===== config.mk =====
export PLATFORM = sky130hd
export DESIGN_NAME = perf_mon_unit
export DESIGN_NICKNAME = d
export VERILOG_FILES = /design/src/rtl/perf_mon_pkg.sv /design/src/rtl/pm_event_counter.sv /design/src/rtl/pm_cycle_counter.sv /design/src/rtl/perf_mon_unit.sv
export SDC_FILE = /design/constraint.sdc
export NUM_CORES = 2
export LEC_CHECK = 0
export BUFFER_PORTS_ARGS = -buffer_cell sky130_fd_sc_hd__buf_4
export CORE_UTILIZATION = 35
export CTS_CLUSTER_SIZE = 14
export DETAILED_ROUTE_END_ITERATION = 7
export PLACE_DENSITY = 0.63
export SLEW_MARGIN = 20
export SYNTH_ARGS = -nofsm -noshare
export SYNTH_HDL_FRONTEND = slang
export SYNTH_SLANG_ARGS = --single-unit

===== constraint.sdc =====
create_clock -name clk -period 3.35 [get_ports clk]
set_input_delay 0.335 -clock clk [delete_from_list [all_inputs] [get_ports clk]]
set_output_delay 0.335 -clock clk [all_outputs]
set_load 0.05 [all_outputs]

===== src/rtl/perf_mon_pkg.sv =====
package perf_mon_pkg;

    localparam int PM_NUM_CNT = 6;
    localparam int PM_CNT_W   = 32;
    localparam int PM_EVT_W   = 8;
    localparam int PM_PRESC_W = 6;
    localparam int PM_ADDR_W  = 4;
    localparam int PM_DATA_W  = 32;
    localparam int PM_SEL_W   = 5;
    localparam int PM_CYC_BIT = 31;

    typedef enum logic [PM_ADDR_W-1:0] {
        REG_CTRL    = 4'd0,
        REG_SEL     = 4'd1,
        REG_EVTYPE  = 4'd2,
        REG_EVCNT   = 4'd3,
        REG_CYCCNT  = 4'd4,
        REG_CEN_SET = 4'd5,
        REG_CEN_CLR = 4'd6,
        REG_IEN_SET = 4'd7,
        REG_IEN_CLR = 4'd8,
        REG_OVF     = 4'd9,
        REG_SWINC   = 4'd10,
        REG_USREN   = 4'd11
    } pm_reg_e;

    // Run state kept from the control register.
    typedef struct packed {
        logic run;
        logic div64;
    } pm_ctrl_t;

    // One-cycle commands decoded from a control write.
    typedef struct packed {
        logic clr_evt;
        logic clr_cyc;
    } pm_clr_t;

    // Mask of implemented bits in the enable/flag layout.
    function automatic logic [PM_DATA_W-1:0] pm_impl_mask(input int num_cnt);
        logic [PM_DATA_W-1:0] m;
        m = '0;
        for (int k = 0; k < num_cnt; k++) m[k] = 1'b1;
        m[PM_CYC_BIT] = 1'b1;
        return m;
    endfunction

endpackage


===== src/rtl/pm_event_counter.sv =====
module pm_event_counter
    import perf_mon_pkg::*;
#(
    parameter int CNT_W = PM_CNT_W,
    parameter int EVT_W = PM_EVT_W
) (
    input  logic               clk,
    input  logic               rst,
    input  logic               run,
    input  logic [2**EVT_W-1:0] event_in,
    input  logic               code_wr,
    input  logic [EVT_W-1:0]   code_din,
    input  logic               sw_pulse,
    input  logic               clear,
    input  logic               load,
    input  logic [CNT_W-1:0]   load_val,
    output logic [CNT_W-1:0]   count,
    output logic [EVT_W-1:0]   code,
    output logic               wrap
);
    logic [CNT_W-1:0] count_q;
    logic [EVT_W-1:0] code_q;
    logic             hit;
    logic             inc;

    // Code zero selects the software source instead of an event line.
    assign hit  = (code_q == '0) ? sw_pulse : event_in[code_q];
    assign inc  = run && hit;
    assign wrap = inc && !clear && !load && (&count_q);

    always_ff @(posedge clk) begin
        if (rst) begin
            count_q <= '0;
            code_q  <= '0;
        end else begin
            if (code_wr) code_q <= code_din;
            if (clear)     count_q <= '0;
            else if (load) count_q <= load_val;
            else if (inc)  count_q <= count_q + 1'b1;
        end
    end

    assign count = count_q;
    assign code  = code_q;
endmodule


===== src/rtl/pm_cycle_counter.sv =====
module pm_cycle_counter
    import perf_mon_pkg::*;
#(
    parameter int CNT_W   = PM_CNT_W,
    parameter int PRESC_W = PM_PRESC_W
) (
    input  logic             clk,
    input  logic             rst,
    input  logic             run,
    input  logic             div,
    input  logic             clear,
    input  logic             load,
    input  logic [CNT_W-1:0] load_val,
    output logic [CNT_W-1:0] count,
    output logic             step,
    output logic             wrap
);
    logic [CNT_W-1:0]   count_q;
    logic [PRESC_W-1:0] presc_q;

    assign step = run && (!div || (&presc_q));
    assign wrap = step && !clear && !load && (&count_q);

    always_ff @(posedge clk) begin
        if (rst || clear) begin
            presc_q <= '0;
        end else if (run) begin
            presc_q <= presc_q + 1'b1;
        end
    end

    always_ff @(posedge clk) begin
        if (rst || clear) count_q <= '0;
        else if (load)    count_q <= load_val;
        else if (step)    count_q <= count_q + 1'b1;
    end

    assign count = count_q;
endmodule


===== src/rtl/perf_mon_unit.sv =====
module perf_mon_unit
    import perf_mon_pkg::*;
#(
    parameter int NUM_CNT = PM_NUM_CNT,
    parameter int CNT_W   = PM_CNT_W,
    parameter int EVT_W   = PM_EVT_W,
    parameter int PRESC_W = PM_PRESC_W
) (
    input  logic                 clk,
    input  logic                 rst,
    input  logic [2**EVT_W-1:0]  event_in,
    input  logic                 bus_wr,
    input  logic                 bus_rd,
    input  logic [PM_ADDR_W-1:0] bus_addr,
    input  logic [PM_DATA_W-1:0] bus_wdata,
    input  logic                 bus_priv,
    output logic [PM_DATA_W-1:0] bus_rdata,
    output logic                 bus_err,
    output logic                 irq_o
);
    localparam logic [PM_DATA_W-1:0] IMPL = pm_impl_mask(NUM_CNT);

    pm_ctrl_t              ctrl_q;
    pm_clr_t               clr;
    logic [PM_SEL_W-1:0]   sel_q;
    logic [PM_DATA_W-1:0]  cen_q, ien_q, ovf_q;
    logic                  usr_en_q;

    logic                  blocked, wr_fire, rd_ok;
    logic [PM_DATA_W-1:0]  wmask;
    logic [NUM_CNT-1:0]    sw_vec, evt_wrap;
    logic [CNT_W-1:0]      evt_cnt  [NUM_CNT];
    logic [EVT_W-1:0]      evt_code [NUM_CNT];
    logic [CNT_W-1:0]      cyc_cnt;
    logic                  cyc_step, cyc_wrap;
    logic [PM_DATA_W-1:0]  wrap_vec;
    logic [CNT_W-1:0]      sel_cnt;
    logic [EVT_W-1:0]      sel_code;

    // Access qualification
    assign blocked = !bus_priv && !usr_en_q;
    assign bus_err = (bus_wr || bus_rd) && blocked;
    assign wr_fire = bus_wr && !blocked;
    assign rd_ok   = bus_rd && !blocked;
    assign wmask   = bus_wdata & IMPL;

    assign clr.clr_evt = wr_fire && (bus_addr == REG_CTRL) && bus_wdata[1];
    assign clr.clr_cyc = wr_fire && (bus_addr == REG_CTRL) && bus_wdata[2];
    assign sw_vec = (wr_fire && bus_addr == REG_SWINC) ? bus_wdata[NUM_CNT-1:0] : '0;

    // Wrap events, laid out like the enable registers
    always_comb begin
        wrap_vec = '0;
        wrap_vec[NUM_CNT-1:0] = evt_wrap;
        wrap_vec[PM_CYC_BIT]  = cyc_wrap;
    end

    // Register state
    always_ff @(posedge clk) begin
        if (rst) begin
            ctrl_q   <= '0;
            sel_q    <= '0;
            cen_q    <= '0;
            ien_q    <= '0;
            ovf_q    <= '0;
            usr_en_q <= 1'b0;
        end else begin
            if (wr_fire) begin
                unique case (bus_addr)
                    REG_CTRL: begin
                        ctrl_q.run   <= bus_wdata[0];
                        ctrl_q.div64 <= bus_wdata[3];
                    end
                    REG_SEL:     sel_q    <= bus_wdata[PM_SEL_W-1:0];
                    REG_CEN_SET: cen_q    <= cen_q | wmask;
                    REG_CEN_CLR: cen_q    <= cen_q & ~wmask;
                    REG_IEN_SET: ien_q    <= ien_q | wmask;
                    REG_IEN_CLR: ien_q    <= ien_q & ~wmask;
                    REG_USREN:   usr_en_q <= bus_wdata[0];
                    default: ;
                endcase
            end
            // A wrap in the same cycle outranks the clear request.
            ovf_q <= (ovf_q & ~((wr_fire && bus_addr == REG_OVF) ? wmask : '0)) | wrap_vec;
        end
    end

    // Event counters
    for (genvar i = 0; i < NUM_CNT; i++) begin : g_evt
        logic picked;
        assign picked = (sel_q == PM_SEL_W'(i));

        pm_event_counter #(.CNT_W(CNT_W), .EVT_W(EVT_W)) u_cnt (
            .clk      (clk),
            .rst      (rst),
            .run      (ctrl_q.run && cen_q[i]),
            .event_in (event_in),
            .code_wr  (wr_fire && bus_addr == REG_EVTYPE && picked),
            .code_din (bus_wdata[EVT_W-1:0]),
            .sw_pulse (sw_vec[i]),
            .clear    (clr.clr_evt),
            .load     (wr_fire && bus_addr == REG_EVCNT && picked),
            .load_val (bus_wdata[CNT_W-1:0]),
            .count    (evt_cnt[i]),
            .code     (evt_code[i]),
            .wrap     (evt_wrap[i])
        );
    end

    pm_cycle_counter #(.CNT_W(CNT_W), .PRESC_W(PRESC_W)) u_cyc (
        .clk      (clk),
        .rst      (rst),
        .run      (ctrl_q.run && cen_q[PM_CYC_BIT]),
        .div      (ctrl_q.div64),
        .clear    (clr.clr_cyc),
        .load     (wr_fire && bus_addr == REG_CYCCNT),
        .load_val (bus_wdata[CNT_W-1:0]),
        .count    (cyc_cnt),
        .step     (cyc_step),
        .wrap     (cyc_wrap)
    );

    // Indirect window: out-of-range selects match no counter and read 0.
    always_comb begin
        sel_cnt  = '0;
        sel_code = '0;
        for (int k = 0; k < NUM_CNT; k++) begin
            if (sel_q == PM_SEL_W'(k)) begin
                sel_cnt  = evt_cnt[k];
                sel_code = evt_code[k];
            end
        end
    end

    // Read data
    always_comb begin
        bus_rdata = '0;
        if (rd_ok) begin
            unique case (bus_addr)
                REG_CTRL: begin
                    bus_rdata[15:11] = 5'(NUM_CNT);
                    bus_rdata[3]     = ctrl_q.div64;
                    bus_rdata[0]     = ctrl_q.run;
                end
                REG_SEL:     bus_rdata = PM_DATA_W'(sel_q);
                REG_EVTYPE:  bus_rdata = PM_DATA_W'(sel_code);
                REG_EVCNT:   bus_rdata = PM_DATA_W'(sel_cnt);
                REG_CYCCNT:  bus_rdata = PM_DATA_W'(cyc_cnt);
                REG_CEN_SET,
                REG_CEN_CLR: bus_rdata = cen_q;
                REG_IEN_SET,
                REG_IEN_CLR: bus_rdata = ien_q;
                REG_OVF:     bus_rdata = ovf_q;
                REG_USREN:   bus_rdata = PM_DATA_W'(usr_en_q);
                default:     bus_rdata = '0;
            endcase
        end
    end

    assign irq_o = |(ovf_q & ien_q);
endmodule


==> results.yml <==
outcome:
  status: "finished with violations"
  violations: "setup timing"
critical_path:
  startpoint_type: "flop"
  required_ns: 3.80
  worst_r2r_path_depth: 15
  crit_fanout: 13
  path_class: "reg -> reg"
  end_kind: "flop"
  cp_data_arrival_time_ns: 4.12
  reg2reg_from: "g_evt[3].u_cnt.code[0]"
  critPathLaunch: "g_evt[3].u_cnt.code[0]"
logic_synthesis:
  syn_area_um2: 31100
  async_reset_ff_share_pct: 0
  synth_top_family_by_area: "multiplexers"
  yosysTopAreaCell: "mux4_2"
  yosys-top-cells-area: "mux4_2, dfxtp_1, mux2i_1"
  synth-simple-area-share_pct: 15.3
  synthMuxAreaShare_pct: 37.3
  synth-xor-area-share_pct: 5.92
  syn_nets: 3604
  ys_ff_latch: 307
  synth_cell_types: 89
  synth_cells: 3299
  yosysTopAreaCellShare_pct: 27.4
  ys.flop_type: "dfxtp_1"
  seq_area_frac_synth_pct: 19.8
  synthAdderAreaFrac_pct: 0.322
  syn_area_per_cell_um2: 9.41
  synth_compound_area_share_pct: 15.5
  synth_edf_count: 0
  yosys_warnings: 0
timing:
  hold-worst-slack_ns: 0.0972
  layout_setup_ws_ns: -0.321
  rsz0062_at_grt: "true"
  timing.final.crit_share_pct: 110
  clock_skew_ns: 0.0285
  slew_headroom_pct: 13.5
  finalSetupViolCount: 98
  worstMarginPinSlew_ns: 1.29
  fmaxAchievable_mhz: 272
  tns_ns: -12.76
  slew_violations: 0
  finalHoldViolations: 0
  post-route-min-period_ns: 3.67
placed_design:
  placement.io_buffers: 330
  dpl.cell_count: 4902
  place_ws_ns: -0.876
  dp_hpwl_um: 109000
  gp_congestion: 1.07
route:
  drc_errors: 0
  drt_iter0_markers: 4511
  drtPass1Iterations: 6
  routed_via_density: 6.61
  route.vias.total: 33224
  totalWireLength_um: 146000
  ant_nets: 0
  wl_per_cell_um: 29.1
layout:
  drive_above_1_share_pct: 39.4
  syn2layout_area_growth_pct: 31.5
  final_cell_mix: "buf_4, mux4_2, dfxtp_1, nor2_1, a21oi_1"
  stdcell_count: 5025
  layout_commonest_cell: "buf_4"
  fin_nets: 4148
power:
  finalPower_mw: 9.34
  leakage_nw: 13.7
  peakVddDrop_mv: 0.358
  power_density_nw_per_um2: 229
die:
  die-area_um2: 89900
  initial_utilization_pct: 35.6
  io_pins: 331
  die_x_um: 300
  die_h_um: 300
  placeableCoreArea_um2: 87300
  rows: 108
global_route:
  grt_pass1_wl_um: 211000
  overflow: 0
  grt_usage_pct: 31.2
  grt_antenna_before_repair: 3
  grt_pass1_vias: 31453
  grt_max_degree: 95
cts:
  numCtsBuffers: 38
  hold_buffers: 0
  clkLatencyLatePin_ns: 0.57
  root_buffer: "clkbuf_16"
  cts_tree: "built"
  clkSinkCount: 307
  clk_pin_slew_worst_paths_ns: 0.06
  cts_buffer_depth: 3
  htreeDepth: 2
flow_run:
  drv_cap: 0
worst_hold_path:
  hold_depth: 3
  min_from: "bus_wdata[23]"
  hold_class: "in -> reg"
==> power breakdown <==
group | internal, mW | switching, mW | total [mW] | leakage, nW
clock network | 2.32 | 1.71 | 4.03 | 0.575
registers | 3.65 | 0.0197 | 3.67 | 2.49
logic | 0.756 | 0.880 | 1.64 | 10.6
==> registers in the layout, indices dropped and copies added, names as in the netlist, named ones only <==
name and cells:
g_evt.u_cnt.code 48, g_evt.u_cnt.count 192, ctrl_q 2, sel_q 5
u_cyc.presc_q 6, usr_en_q 1, u_cyc.count 32, ovf_q 7
==> cell usage after synthesis (8+ instances only) <==
| master | number |
|---|---|
| and4_1 | 15 |
| nor4_1 | 40 |
| nor3b_1 | 10 |
| nand3_1 | 125 |
| mux4_1 | 19 |
| a222oi_1 | 8 |
| a22oi_1 | 80 |
| nand2_1 | 231 |
| or3_1 | 12 |
| o211ai_1 | 10 |
| nor2_1 | 254 |
| nand2b_1 | 27 |
| a221oi_1 | 14 |
| clkbuf_1 | 146 |
| mux2i_1 | 212 |
| xnor2_1 | 153 |
| a211oi_1 | 69 |
| mux4_2 | 378 |
| mux2_2 | 37 |
| nor3_1 | 81 |
| or4_1 | 8 |
| nor2b_1 | 27 |
| buf_6 | 25 |
| dfxtp_1 | 307 |
| nand4_1 | 48 |
| buf_1 | 29 |
| inv_1 | 56 |
| a31oi_1 | 25 |
| o21ai_0 | 238 |
| o21a_1 | 8 |
| ha_1 | 8 |
| buf_2 | 59 |
| a21oi_1 | 245 |
| and2_1 | 20 |
| xor2_1 | 57 |
| and3_1 | 36 |
| nand3b_1 | 9 |
| buf_4 | 40 |
| or2_2 | 10 |
==> metrics by stage <==
| stage | cell area [um^2] | utilization (%) |
|---|---|---|
| floorplan | 31100 | - |
| global placement | 37400 | 42.8 |
| detailed placement | 37400 | 42.8 |
| CTS | 39700 | 45.4 |
| global route | 40800 | 46.8 |
| finish | 40800 | 46.8 |
==> critical path, cell delays in order, from the launching register on <==
cell,delay (ns)
dfxtp_4,0.38
buf_4,0.13
buf_12,0.16
mux4_1,0.60
a221oi_2,0.35
a211oi_2,0.12
a211oi_2,0.37
a22oi_2,0.15
a41oi_4,0.32
nand4b_1,0.19
buf_6,0.18
buf_12,0.12
buf_16,0.12
nor3_1,0.08
xnor2_1,0.22
o21ai_1,0.07
==> area by class of cell <==
| cell class | instances | area (um^2) |
|---|---|---|
| Clock inverter | 6 | 36.3 |
| Multi-Input combinational cell | 2626 | 24500 |
| Fill cell | 8192 | 46500 |
| Timing Repair Buffer | 811 | 7270 |
| Inverter | 59 | 221 |
| Clock buffer | 60 | 1140 |
| Sequential cell | 307 | 6210 |
| Antenna cell | 1 | 2.50 |
| Tap cell | 1155 | 1450 |
==> cells by family (layout without fill, tap and decap cells) <==
group	count (synthesis)	count (layout)
compound gates	787	787
xor+xnor	210	210
fa+ha+maj	8	8
buf+inv	366	936
flops	307	307
mux	647	647
other cells	0	1
simple gates	974	974
==> routing by layer <==
layer | global-route usage (%) | routed length (um)
met1 | 39.7 | 52200
met5 | 0 | 32
met3 | 6.21 | 17600
met2 | 48.5 | 65200
met4 | 19.6 | 11300
==> timing repair <==
action / in CTS / in global routing
gates resized for setup: 169 / 192
pin swaps: 139 / 168
hold endpoints to repair: 0 / 0
buffers inserted: 21 / 37
gates cloned: 5 / 5
endpoints found under the setup margin: 204 / 190
==> worst paths after layout <==
kind                                                 end  slack [ns]
worst max-delay path            g_evt[3].u_cnt.count[17]       -0.32
worst min-delay path            g_evt[4].u_cnt.count[23]         0.1
worst max register to register  g_evt[3].u_cnt.count[17]       -0.32
worst min register to register          u_cyc.presc_q[1]        0.49
No activity file was read; power rests on OpenSTA's default activity.
